File: src/rtl/mbl_pkg.sv
package mbl_pkg;

    // Phases of the one-shot boot sequence
    typedef enum logic [2:0] {
        ST_START = 3'd0,
        ST_SIG   = 3'd1,
        ST_WORD  = 3'd2,
        ST_CHECK = 3'd3,
        ST_FIN   = 3'd4
    } mbl_state_e;

    localparam int WORD_W = 16;
    localparam int BYTE_W = 8;

endpackage

File: src/rtl/mbl_seq.sv
module mbl_seq
    import mbl_pkg::*;
#(
    parameter int              AW        = 8,
    parameter int              NUM_WORDS = 3,
    parameter int              SIG_ADDR  = 0,
    parameter logic [15:0]     SIG_WORD  = 16'h8129,
    parameter int              MAC_BASE  = 7
) (
    input  logic                  clk,
    input  logic                  rst_n,
    input  logic                  rd_ack,
    input  logic [WORD_W-1:0]     rd_data,
    input  logic                  addr_ok,
    output logic                  rd_req,
    output logic [AW-1:0]         rd_addr,
    output logic                  word_we,
    output logic [((NUM_WORDS > 1) ? $clog2(NUM_WORDS) : 1)-1:0] word_idx,
    output logic                  commit,
    output logic                  done,
    output logic                  mac_valid,
    output logic                  sig_err,
    output logic                  addr_err
);

    localparam int IW = (NUM_WORDS > 1) ? $clog2(NUM_WORDS) : 1;
    localparam logic [IW-1:0] LAST_IDX = IW'(NUM_WORDS - 1);

    typedef struct packed {
        mbl_state_e    st;
        logic [IW-1:0] idx;
        logic          ok;
        logic          serr;
        logic          aerr;
    } seq_t;

    seq_t seq_d, seq_q;

    always_comb begin
        seq_d   = seq_q;
        rd_req  = 1'b0;
        rd_addr = AW'(SIG_ADDR);
        word_we = 1'b0;
        commit  = 1'b0;
        unique case (seq_q.st)
            ST_START: begin
                seq_d.st = ST_SIG;
            end
            ST_SIG: begin
                rd_req = 1'b1;
                if (rd_ack) begin
                    if (rd_data == SIG_WORD) begin
                        seq_d.st  = ST_WORD;
                        seq_d.idx = '0;
                    end else begin
                        seq_d.st   = ST_FIN;
                        seq_d.serr = 1'b1;
                    end
                end
            end
            ST_WORD: begin
                rd_req  = 1'b1;
                rd_addr = AW'(MAC_BASE) + AW'(seq_q.idx);
                if (rd_ack) begin
                    word_we = 1'b1;
                    if (seq_q.idx == LAST_IDX) begin
                        seq_d.st = ST_CHECK;
                    end else begin
                        seq_d.idx = seq_q.idx + IW'(1);
                    end
                end
            end
            ST_CHECK: begin
                seq_d.st = ST_FIN;
                if (addr_ok) begin
                    commit   = 1'b1;
                    seq_d.ok = 1'b1;
                end else begin
                    seq_d.aerr = 1'b1;
                end
            end
            ST_FIN: begin
                seq_d = seq_q;
            end
            default: begin
                seq_d.st = ST_FIN;
            end
        endcase
    end

    always_ff @(posedge clk or negedge rst_n) begin
        if (!rst_n) begin
            seq_q <= '{st: ST_START, idx: '0, ok: 1'b0, serr: 1'b0, aerr: 1'b0};
        end else begin
            seq_q <= seq_d;
        end
    end

    assign word_idx  = seq_q.idx;
    assign done      = (seq_q.st == ST_FIN);
    assign mac_valid = seq_q.ok;
    assign sig_err   = seq_q.serr;
    assign addr_err  = seq_q.aerr;

endmodule

File: src/rtl/mbl_unpack.sv
module mbl_unpack
    import mbl_pkg::*;
#(
    parameter int NUM_WORDS = 3
) (
    input  logic                          clk,
    input  logic                          rst_n,
    input  logic                          word_we,
    input  logic [((NUM_WORDS > 1) ? $clog2(NUM_WORDS) : 1)-1:0] word_idx,
    input  logic [WORD_W-1:0]             rd_data,
    output logic [NUM_WORDS*WORD_W-1:0]   asm_o
);

    localparam int IW    = (NUM_WORDS > 1) ? $clog2(NUM_WORDS) : 1;
    localparam int MAC_W = NUM_WORDS * WORD_W;

    logic [NUM_WORDS-1:0] hit;
    logic [WORD_W-1:0]    swapped;
    logic [MAC_W-1:0]     asm_d, asm_q;

    // Low byte of each word is the earlier (more significant) address byte
    assign swapped = {rd_data[BYTE_W-1:0], rd_data[WORD_W-1:BYTE_W]};

    for (genvar gi = 0; gi < NUM_WORDS; gi++) begin : g_hit
        assign hit[gi] = word_we && (word_idx == IW'(gi));
    end

    always_comb begin
        asm_d = asm_q;
        for (int i = 0; i < NUM_WORDS; i++) begin
            if (hit[i]) begin
                asm_d[MAC_W-1-WORD_W*i -: WORD_W] = swapped;
            end
        end
    end

    always_ff @(posedge clk or negedge rst_n) begin
        if (!rst_n) begin
            asm_q <= '0;
        end else begin
            asm_q <= asm_d;
        end
    end

    assign asm_o = asm_q;

endmodule

File: src/rtl/mbl_check.sv
module mbl_check
    import mbl_pkg::*;
#(
    parameter int MAC_W = 48
) (
    input  logic [MAC_W-1:0] asm_i,
    output logic             addr_ok
);

    localparam int NBYTES = MAC_W / BYTE_W;

    logic [NBYTES-1:0] byte_nz;

    for (genvar gb = 0; gb < NBYTES; gb++) begin : g_nz
        assign byte_nz[gb] = |asm_i[BYTE_W*gb +: BYTE_W];
    end

    // Group bit is bit 0 of the first (most significant) byte
    assign addr_ok = !asm_i[MAC_W-BYTE_W] && (|byte_nz);

endmodule

File: src/rtl/mac_boot_loader.sv
module mac_boot_loader
    import mbl_pkg::*;
#(
    parameter int                        AW        = 8,
    parameter int                        NUM_WORDS = 3,
    parameter int                        SIG_ADDR  = 0,
    parameter logic [15:0]               SIG_WORD  = 16'h8129,
    parameter int                        MAC_BASE  = 7,
    parameter logic [NUM_WORDS*16-1:0]   RESET_MAC = 48'h02_00_00_00_00_01
) (
    input  logic                       clk,
    input  logic                       rst_n,
    output logic                       rd_req,
    output logic [AW-1:0]              rd_addr,
    input  logic                       rd_ack,
    input  logic [15:0]                rd_data,
    output logic [NUM_WORDS*16-1:0]    mac_addr,
    output logic                       mac_valid,
    output logic                       done,
    output logic                       sig_err,
    output logic                       addr_err
);

    localparam int MAC_W = NUM_WORDS * WORD_W;
    localparam int IW    = (NUM_WORDS > 1) ? $clog2(NUM_WORDS) : 1;

    logic             word_we;
    logic [IW-1:0]    word_idx;
    logic             commit;
    logic             addr_ok;
    logic [MAC_W-1:0] asm_w;
    logic [MAC_W-1:0] mac_d, mac_q;

    mbl_seq #(
        .AW        (AW),
        .NUM_WORDS (NUM_WORDS),
        .SIG_ADDR  (SIG_ADDR),
        .SIG_WORD  (SIG_WORD),
        .MAC_BASE  (MAC_BASE)
    ) u_seq (
        .clk       (clk),
        .rst_n     (rst_n),
        .rd_ack    (rd_ack),
        .rd_data   (rd_data),
        .addr_ok   (addr_ok),
        .rd_req    (rd_req),
        .rd_addr   (rd_addr),
        .word_we   (word_we),
        .word_idx  (word_idx),
        .commit    (commit),
        .done      (done),
        .mac_valid (mac_valid),
        .sig_err   (sig_err),
        .addr_err  (addr_err)
    );

    mbl_unpack #(
        .NUM_WORDS (NUM_WORDS)
    ) u_unpack (
        .clk      (clk),
        .rst_n    (rst_n),
        .word_we  (word_we),
        .word_idx (word_idx),
        .rd_data  (rd_data),
        .asm_o    (asm_w)
    );

    mbl_check #(
        .MAC_W (MAC_W)
    ) u_check (
        .asm_i   (asm_w),
        .addr_ok (addr_ok)
    );

    always_comb begin
        mac_d = mac_q;
        if (commit) begin
            mac_d = asm_w;
        end
    end

    always_ff @(posedge clk or negedge rst_n) begin
        if (!rst_n) begin
            mac_q <= RESET_MAC;
        end else begin
            mac_q <= mac_d;
        end
    end

    assign mac_addr = mac_q;

endmodule

File: config.mk
export PLATFORM = sky130hd
export DESIGN_NAME = mac_boot_loader
export DESIGN_NICKNAME = d
export VERILOG_FILES = /design/src/rtl/mbl_pkg.sv /design/src/rtl/mbl_seq.sv /design/src/rtl/mbl_unpack.sv /design/src/rtl/mbl_check.sv /design/src/rtl/mac_boot_loader.sv
export SDC_FILE = /design/constraint.sdc
export NUM_CORES = 1
export LEC_CHECK = 0
export ABC_CLOCK_PERIOD_IN_PS = 2100
export BUFFER_PORTS_ARGS = -buffer_cell sky130_fd_sc_hd__buf_2
export CORE_MARGIN = 2
export CORE_UTILIZATION = 30
export DETAILED_ROUTE_END_ITERATION = 8
export GPL_TIMING_DRIVEN = 1
export PLACE_DENSITY = 0.52
export SYNTH_ARGS = -nofsm -noshare
export SYNTH_HDL_FRONTEND = slang
export SYNTH_HIERARCHICAL = 1
export SYNTH_SLANG_ARGS = --single-unit
File: constraint.sdc
create_clock -name clk -period 2.1 [get_ports clk]
set_input_delay 0.21 -clock clk [delete_from_list [all_inputs] [get_ports clk]]
set_output_delay 0.21 -clock clk [all_outputs]
set_load 0.03 [all_outputs]
==> impl_metrics.json, run 1 <==
{
  "place_area_mm2": 0.00500,
  "start_util_pct": 31.0,
  "utilization_pct": 39.1,
  "place.gp.congestion": 0.763,
  "rsz0062_at_grt": "no",
  "ir_worst_vdd_mv": 0.339,
  "avgRoutedWirePerCell_um": 17.5,
  "die_x_um": 124,
  "cp.required_ps": 2340,
  "antenna_found_initial": 0,
  "hold_path.class": "in -> reg",
  "final_layout_size_suffix_gt1_share_pct": 60.4,
  "clk-insertion-delay-late_ps": 350,
  "final_common_cell": "dfrtp_1",
  "layout_common_cells": "dfrtp_1 (102), mux2_2 (76), buf_2 (74), mux2_4 (20), buf_4 (20)",
  "ios": 80,
  "cts_tree": "done",
  "drt_pass1_iterations": 4,
  "vias": 2603,
  "worst_setup_path_end_kind": "flop",
  "core_mm2": 0.0140,
  "die-area_mm2": 0.0154,
  "power_density_mw_per_mm2": 706,
  "drt-initial-drc-count": 93,
  "maxCapViolations": 0,
  "drc": 0,
  "synthesis.area_mm2": 0.00433,
  "seq_area_frac_synth_pct": 60.2,
  "min_period_ps": 2020,
  "yosysUniqueCellTypes": 38,
  "critPathLaunchType": "flop",
  "finalNetCount": 397,
  "diodes": 0,
  "yosys.area.top_type": "dfrtp_1",
  "grt_max_degree": 47,
  "worst-setup-path-type": "reg -> reg",
  "crit_path_top_delay_cell": "dfrtp_1",
  "cp_top_family": "simple AND/OR/NAND/NOR gates",
  "postSynth.asyncResetShare_pct": 100,
  "hpwl_um": 7070,
  "tritoncts.num_buffers": 9,
  "clk_path_buf_depth": 2,
  "synth_top_area_share_pct": 58.9,
  "grt_pass1_vias": 2690,
  "drt_wl_total_um": 9820,
  "clock_sinks": 104,
  "cellLeakagePower_nw": 2.86,
  "globalRouteOverflowTotal": 0,
  "num_rows": 43,
  "h-tree-depth": 3,
  "synth_edf_count": 0,
  "synth_cells": 279,
  "setup_violations": 0,
  "ys.flop_type": "dfrtp_1",
  "synth_area_per_cell_um2": 15.5,
  "yosys_warnings": 6,
  "hold_slack_ps": 141,
  "ys_seq_elements": 104,
  "fmax_ghz": 0.495,
  "viasPerCell": 4.64,
  "outcome": "complete, no violations",
  "globalRouteTotalUtil_pct": 13.5,
  "final_area_mm2": 0.00546,
  "critPathMaxStageDelay_ps": 430,
  "path_clk_slew_ps": 70,
  "report.final.hold_viol_count": 0,
  "crit_path_max_fanout": 14,
  "drtAntennaViolNets": 0,
  "arrival_ps": 2260,
  "die_h_um": 124,
  "clk_root_buffer_cell": "clkbuf_16",
  "skew_ps": 9.65,
  "grt_pass1_wl_um": 15300,
  "synth_area_leaders": "dfrtp_1 (59%), mux2_2 (20%), mux2_4 (6.9%), nor4_1 (1.7%), buf_4 (1.6%)",
  "slew_viol_final": 0,
  "period_share_pct": 96.3,
  "area_delta_synth_final_pct": 26.2,
  "numPortBuffers": 75,
  "crit_buf_inv": 1,
  "crit_chain": "nor4_4 -> nand4_1 -> o31a_1 -> and3_4 -> clkbuf_16 -> mux2_4"
}
-- worst paths after layout --
path | from | end | slack, ps | cells after the start
min reg2reg | u_seq/mac_valid | u_seq/mac_valid | 480 | 1
max | u_unpack/asm_o[37] | mac_addr[30] | 80 | 6
max in group asynchronous | rst_n | mac_addr[41] | 1180 | 3
min in group asynchronous | rst_n | mac_addr[19] | 300 | 2
max reg2reg | u_unpack/asm_o[37] | mac_addr[30] | 80 | 6
min | rd_ack | u_seq/seq_q[5] | 140 | 2
-- final cells by class --
type	instances	area [um2]
Fill cell	1344	8520
Inverter	3	11.3
Timing Repair Buffer	100	636
Sequential cell	104	2610
Clock inverter	5	61.3
Clock buffer	11	253
Multi-Input combinational cell	158	1670
Tap cell	180	225
-- cells in the mapped netlist, types with 2 or more instances --
master and n:
ha_1 2, buf_2 2, a21oi_1 3, nand2b_1 5
nand3b_2 2, nor2_1 6, mux2_4 20, or2_2 2
dfstp_2 2, inv_1 3, nand2_1 2, o21bai_1 2
buf_4 9, and2_1 2, dfrtp_1 102, nor4_1 12
buf_6 4, nor4bb_1 2, nand4_1 3, mux2_2 76
-- state kept, by name, indices dropped and copies added (netlist names) --
| signal | cells |
|---|---|
| mac_addr | 48 |
| u_unpack/asm_o | 48 |
| u_seq/seq_q | 3 |
| u_seq/word_idx | 2 |
| u_seq/addr_err | 1 |
| u_seq/mac_valid | 1 |
| u_seq/sig_err | 1 |
-- per-layer routing --
metal,routed length [um],vias up,track usage (%),part of all wire (%)
li1,-,1203,-,-
met1,4670,1325,18.9,48
met2,4510,59,20.3,46
met3,505,16,3.66,5.1
met4,135,0,4.42,1.4
met5,0,-,0,0
-- report_power, final --
| group | total (mW) | switching [mW] | internal (mW) |
|---|---|---|---|
| sequential | 2.00 | 0.000474 | 2.00 |
| combinational | 0.107 | 0.0822 | 0.0248 |
| clock | 1.75 | 0.748 | 1.00 |
| total | 3.86 | 0.831 | 3.03 |
-- repair_timing --
action                                  in CTS  in global routing
endpoints found under the hold margin       20                  0
gates resized for setup                      5                  8
pin swaps                                    0                  4
endpoints found under the setup margin      49                 49
hold buffers                                 1                  0
cloned                                       0                  1
setup buffers                                0                  4
-- per-stage QoR --
stage | cells | power, mW | setup WS [ps] | TNS, ps
6_report | 561 | 3.86 | 78.5 | 0
2_1_floorplan | 282 | 2.06 | 177 | 0
3_3_place_gp | 539 | 2.15 | -106 | -3850
4_1_cts | 556 | 3.92 | 3.18 | 0
5_1_grt | 561 | 4.01 | 4.53 | 0
3_5_place_dp | 539 | 2.15 | -116 | -4240
-- kinds of logic (layout without fill, tap and decap cells) --
kind of cell               after synthesis  in the layout  synth area share (%)
adders and majority gates                2              2                 0.578
and+or+nand+nor                         45             45                  7.14
DFF                                    104            104                  60.2
other                                    1              4                0.0866
muxes                                   96             96                  26.7
buffers and inverters                   20            119                  3.50
AOI/OAI and AO/OA                       11             11                  1.85
No activity file was read; power rests on OpenSTA's default activity.
==> inputs of run 2 (changes only) <==
PLACE_DENSITY = 0.51   (was 0.52)
SYNTH_HIERARCHICAL = default   (was 1)
==> run 2 against run 1 <==
Effect of this change:
- the run now ends with setup timing left
- cell count up 4.5%
- clock power about the same
- worst setup slack worse by 200 ps
- largest power group unchanged
- via count up 2.8%
- count of clock-buffer cells in the layout unchanged
- global-route usage up 1.2 points
- sequential power about the same
- utilization up 2.8 points
- critical endpoint is now mac_addr[6]
- synthesized cell count up 0.36%
==> impl_metrics.json, run 2 <==
{
  "outcome": "finished with violations",
  "violations": "setup timing",
  "slew_viol_final": 0,
  "report.final.hold_viol_count": 0,
  "grt_max_degree": 105,
  "die-area_mm2": 0.0150,
  "synth_most_common_cell": "dfrtp_1",
  "crit_buf_inv": 5,
  "path_clk_slew_ps": 70,
  "clockPowerShare_pct": 45.4,
  "clk_path_buf_depth": 2,
  "grt_pass1_wl_um": 16500,
  "crit_chain": "nor4_4 -> buf_4 -> nand4_1 -> buf_4 -> o31ai_4 -> buf_6 -> buf_6 -> buf_16 -> mux2_4",
  "seqPwrFrac_pct": 52.1,
  "pwr-share-comb_pct": 2.6,
  "viasPerCell": 4.56,
  "yosysUniqueCellTypes": 34,
  "maxCapViolations": 0,
  "synth_area_leaders": "dfrtp_1 (61%), mux2_2 (23%), mux2_1 (2.1%), nor4_1 (1.9%), buf_4 (1.4%)",
  "fmax_ghz": 0.451,
  "swShare_pct": 21.4,
  "period_share_pct": 106,
  "worst-setup-path-type": "reg -> reg",
  "ys_seq_elements": 104,
  "area.sequential_mm2": 0.00261,
  "crit_path_max_fanout": 7,
  "synthesis.area_mm2": 0.00420,
  "finalNetCount": 423,
  "hold_path.class": "in -> reg",
  "ys.flop_type": "dfrtp_1",
  "critPathLaunchType": "flop",
  "numPortBuffers": 75,
  "setup_violations": 47,
  "clk-insertion-delay-late_ps": 350,
  "reg2reg_slack_ps": -120,
  "final_area_mm2": 0.00576,
  "core_mm2": 0.0138,
  "place.gp.congestion": 0.720,
  "layout_common_cells": "dfrtp_1 (102), buf_2 (74), mux2_2 (48), mux2_4 (47), buf_4 (33)",
  "h-tree-depth": 3,
  "cp_top_family": "buffers and inverters",
  "yosys_warnings": 0,
  "postSynth.asyncResetShare_pct": 100,
  "area_delta_synth_final_pct": 37.2,
  "drt_pass1_iterations": 4,
  "critPathMaxStageDelay_ps": 410,
  "drtAntennaViolNets": 0,
  "synth_edf_count": 0,
  "num_rows": 43,
  "drt_wl_total_um": 10300,
  "p_switching_mw": 0.824,
  "diodes": 0,
  "synth_commonest_cells": "dfrtp_1 (102), mux2_2 (87), nor4_1 (13), buf_4 (8), mux2_1 (8)",
  "clk_root_buffer_cell": "clkbuf_16",
  "synth_top_area_share_pct": 60.8,
  "tritoncts.num_buffers": 9,
  "avgRoutedWirePerCell_um": 17.6,
  "vias": 2675,
  "synth_area_per_cell_um2": 15.0,
  "worst_slew_pin_slew_ps": 617,
  "setup_slack_ps": -117,
  "timing.slew.headroom_pct": 58.8,
  "skew_ps": 8.37,
  "utilization_pct": 41.8,
  "hpwl_um": 6690,
  "seq_area_frac_synth_pct": 62.0,
  "cp.required_ps": 2330,
  "globalRouteOverflowTotal": 0,
  "worst_setup_path_end_kind": "flop",
  "rsz0062_at_grt": "yes",
  "total_power_mw": 3.85,
  "die_x_um": 122,
  "drt-initial-drc-count": 111,
  "place_area_mm2": 0.00501,
  "arrival_ps": 2450,
  "fillCellCount": 1317,
  "intPower_mw": 3.02,
  "cellLeakagePower_nw": 3.23,
  "multiInputGateArea_mm2": 0.00168,
  "grt_pass1_vias": 2833,
  "clock_sinks": 104,
  "power_density_mw_per_mm2": 667,
  "yosys.area.top_type": "dfrtp_1",
  "crit_path_top_delay_cell": "dfrtp_1",
  "final_layout_size_suffix_gt1_share_pct": 58.9,
  "min_period_ps": 2220,
  "synth_cells": 280,
  "start_util_pct": 30.5,
  "antenna_found_initial": 0,
  "ios": 80,
  "drc": 0,
  "ir_worst_vdd_mv": 0.464,
  "final_common_cell": "dfrtp_1",
  "globalRouteTotalUtil_pct": 14.7,
  "cts_tree": "done",
  "die_h_um": 122
}
-- run 2: timing repair --
item | CTS | global route
buffers inserted | 5 | 0
hold endpoints to repair | 102 | 0
gates cloned | 5 | 1
pin swaps | 2 | 0
hold buffers | 1 | 0
resized for setup | 52 | 8
endpoints found under the setup margin | 47 | 49
-- run 2: routing by layer --
layer | up-vias | part of all wire (%) | global-route usage [%]
li1 | 1245 | - | -
met1 | 1361 | 48 | 20.1
met2 | 58 | 47 | 23.0
met3 | 11 | 4.2 | 4.23
met4 | 0 | 1.0 | 3.88
met5 | - | 0 | 0
-- run 2: through the flow --
step / setup TNS (ps) / std cells / hold WS [ps] / worst slack, ps
global route: -9450 / 586 / 133 / -245
finish: -3550 / 586 / 121 / -117
floorplan: 0 / 283 / -85.6 / 222
global placement: -3420 / 558 / 323 / -84.2
detailed placement: -4830 / 558 / 329 / -122
CTS: -4040 / 585 / 96.8 / -124
-- run 2: layout make-up --
| class | count | share of cell area [%] |
|---|---|---|
| Clock inverter | 5 | 1.06 |
| Timing Repair Buffer | 122 | 15.9 |
| Tap cell | 180 | 3.91 |
| Sequential cell | 104 | 45.2 |
| Clock buffer | 11 | 4.39 |
| Inverter | 5 | 0.326 |
| Multi-Input combinational cell | 159 | 29.2 |
-- run 2: worst paths after layout --
check / startpoint / to / cells past startpoint
worst min-delay path: rd_ack / u_seq.seq_q[5] / 2
worst max-delay path: u_unpack.asm_o[47] / mac_addr[6] / 9
max in group asynchronous: rst_n / mac_addr[44] / 3
worst min register to register: u_seq.sig_err / u_seq.sig_err / 1
worst max register to register: u_unpack.asm_o[47] / mac_addr[6] / 9
min in group asynchronous: rst_n / mac_addr[43] / 3
-- run 2: cell families (layout without fill, tap and decap cells) --
| family | count (synthesis) | count (layout) | synth area share, % |
|---|---|---|---|
| other | 1 | 4 | 0.0893 |
| buffers and inverters | 20 | 143 | 2.95 |
| AOI/OAI and AO/OA | 11 | 11 | 2.11 |
| DFF | 104 | 104 | 62.0 |
| muxes | 95 | 95 | 25.5 |
| and+or+nand+nor | 46 | 46 | 6.49 |
| adders and majority gates | 3 | 3 | 0.893 |
-- run 2: worst register-to-register path, delay by kind of cell (launching register included) --
kind / cells / cell delay (ps)
flip-flops: 1 / 410
AND/OR/NAND/NOR: 2 / 380
buffers and inverters: 5 / 730
multiplexers: 1 / 300
AO/OA/AOI/OAI: 1 / 280
-- run 2: power groups by stage --
stage                     sequential [mW]  combinational (mW)  clock (mW)
after CTS                            2.00               0.104        1.81
after detailed placement             2.04               0.103           0
after global placement               2.04               0.102           0
final                                2.00              0.0989        1.75
after floorplan                      2.04              0.0195           0
after global routing                 2.00               0.112        1.90
==> inputs of run 3 (changes only) <==
BUFFER_PORTS_ARGS = -buffer_cell sky130_fd_sc_hd__buf_4   (was -buffer_cell sky130_fd_sc_hd__buf_2)
CAP_MARGIN = 40   (was default)
==> run 3 against run 2 <==
Effect of this change:
- the flow still finishes with violations (setup timing)
- count of clock-buffer cells in the layout is the same
- critical path type unchanged
- largest cell class unchanged
- clock skew is 3.1 ps higher
- critical path depth decreased by 2
- final area is 0.74% lower
- utilization is 0.31 points lower
- die area is the same
- first-iteration DRC count rose by 39%
- critical endpoint is now mac_addr[20]
- worst setup slack gained 99 ps
==> impl_metrics.json, run 3 (same netlist as run 2, synthesis figures left out) <==
{
  "diodes": 0,
  "num_rows": 43,
  "setup_violations": 13,
  "vias": 2646,
  "worst-setup-path-type": "reg -> reg",
  "start_util_pct": 30.5,
  "avgRoutedWirePerCell_um": 17.3,
  "setup_slack_ps": -17.8,
  "die-area_mm2": 0.0150,
  "report.final.hold_viol_count": 0,
  "ios": 80,
  "crit_path_max_fanout": 14,
  "area_delta_synth_final_pct": 36.2,
  "totalNegativeSetupSlack_ps": -180,
  "arrival_ps": 2350,
  "hold_path.class": "in -> reg",
  "finalNetCount": 417,
  "globalRouteOverflowTotal": 0,
  "place_area_mm2": 0.00519,
  "timing.slew.headroom_pct": 61.3,
  "final_layout_size_suffix_gt1_share_pct": 57.5,
  "drt-initial-drc-count": 154,
  "period_share_pct": 101,
  "die_h_um": 122,
  "hold_slack_ps": 90.8,
  "clock_sinks": 104,
  "fmax_ghz": 0.472,
  "slew_viol_final": 0,
  "worst_slew_pin_slew_ps": 581,
  "antenna_found_initial": 0,
  "worst_setup_path_end_kind": "flop",
  "hpwl_um": 6960,
  "violations": "setup timing",
  "critPathLaunchType": "flop",
  "ir_worst_vdd_mv": 0.425,
  "grt_pass1_vias": 2733,
  "tritoncts.num_buffers": 9,
  "core_mm2": 0.0138,
  "place.gp.congestion": 0.753,
  "cp.required_ps": 2330,
  "drt_pass1_iterations": 4,
  "final_common_cell": "buf_4",
  "numPortBuffers": 75,
  "rsz0062_at_grt": "yes",
  "clk-insertion-delay-late_ps": 350,
  "drc": 0,
  "cellLeakagePower_nw": 3.08,
  "min_period_ps": 2120,
  "drtAntennaViolNets": 0,
  "h-tree-depth": 3,
  "fillCellCount": 1323,
  "outcome": "finished with violations",
  "power_density_mw_per_mm2": 690,
  "final_area_mm2": 0.00572,
  "skew_ps": 11.5,
  "grt_pass1_wl_um": 15600,
  "drt_wl_total_um": 10000,
  "clk_path_buf_depth": 2,
  "cts_tree": "done",
  "multiInputGateArea_mm2": 0.00159,
  "globalRouteTotalUtil_pct": 14.2,
  "die_x_um": 122,
  "area.sequential_mm2": 0.00261,
  "maxCapViolations": 0,
  "viasPerCell": 4.56,
  "clk_root_buffer_cell": "clkbuf_16",
  "grt_max_degree": 48,
  "layout_common_cells": "buf_4 (109), dfrtp_1 (102), mux2_2 (74), mux2_4 (20), nor4_1 (11)",
  "path_clk_slew_ps": 70
}
==> run 3: cell count changes in the layout (fill, tap and decap cells not counted), moves of 3 or more <==
| cell | previous run | this run |
|---|---|---|
| buf_4 | 33 | 109 |
| buf_2 | 74 | 0 |
| mux2_4 | 47 | 20 |
| mux2_2 | 48 | 74 |
| buf_16 | 5 | 2 |
| buf_6 | 4 | 1 |
==> run 3: layout make-up <==
type                    instances  share of cell area (%)
multi-input cells             159                    27.8
well taps                     180                    3.94
repair buffers                116                    16.7
clock inverters                 5                    1.49
inverters                       5                   0.328
flip-flops and latches        104                    45.5
clock buffers                  11                    4.24
==> run 3: routing by layer <==
layer	vias up	track usage, %	part of all wire (%)
met1	1343	20.2	49
li1	1238	-	-
met3	10	2.93	3.6
met2	55	21.1	46
met5	-	0	0
met4	0	5.39	1.6
==> run 3: per-stage QoR <==
stage                     worst slack, ps  std cells  power [mW]  utilization (%)
after floorplan                       222        283        2.06                -
after global placement              -77.3        557        2.15             37.7
after detailed placement             -140        557        2.15             37.7
after CTS                           -50.2        580        4.01             41.2
after global routing                 -152        580        4.09             41.5
final                               -17.8        580        3.95             41.5
==> run 3: final timing paths <==
| kind | start | end | slack, ps | cells after the start |
|---|---|---|---|---|
| setup reg to reg | u_unpack.asm_o[3] | mac_addr[20] | -20 | 7 |
| setup / recovery | u_unpack.asm_o[3] | mac_addr[20] | -20 | 7 |
| min in group asynchronous | rst_n | mac_addr[43] | 400 | 2 |
| hold reg to reg | u_seq.sig_err | u_seq.sig_err | 470 | 1 |
| hold / removal | rd_ack | u_seq.seq_q[5] | 90 | 2 |
| max in group asynchronous | rst_n | mac_addr[0] | 990 | 3 |
==> run 3: what timing repair did <==
item | 4_1_cts | 5_1_grt
hold buffers | 1 | 0
setup endpoints to repair | 47 | 47
pin swaps | 1 | 1
endpoints found under the hold margin | 41 | 0
gates resized for setup | 17 | 10
buffers inserted | 4 | 0
gates cloned | 2 | 0
==> run 3: worst max-delay path, cell delays in order (launching register included) <==
cell     delay (ps)
dfrtp_1         420
nor4_4          330
buf_4           160
nand4_1         140
o31ai_4         280
buf_6           180
buf_12          160
mux2_2          340
==> run 3: power breakdown <==
| group | switching (mW) | total (mW) | leakage, nW | internal [mW] |
|---|---|---|---|---|
| sequential | 0 | 2.00 | 1.44 | 2.00 |
| combinational | 0.0785 | 0.111 | 1.49 | 0.0322 |
| clock | 0.750 | 1.84 | 0.157 | 1.09 |
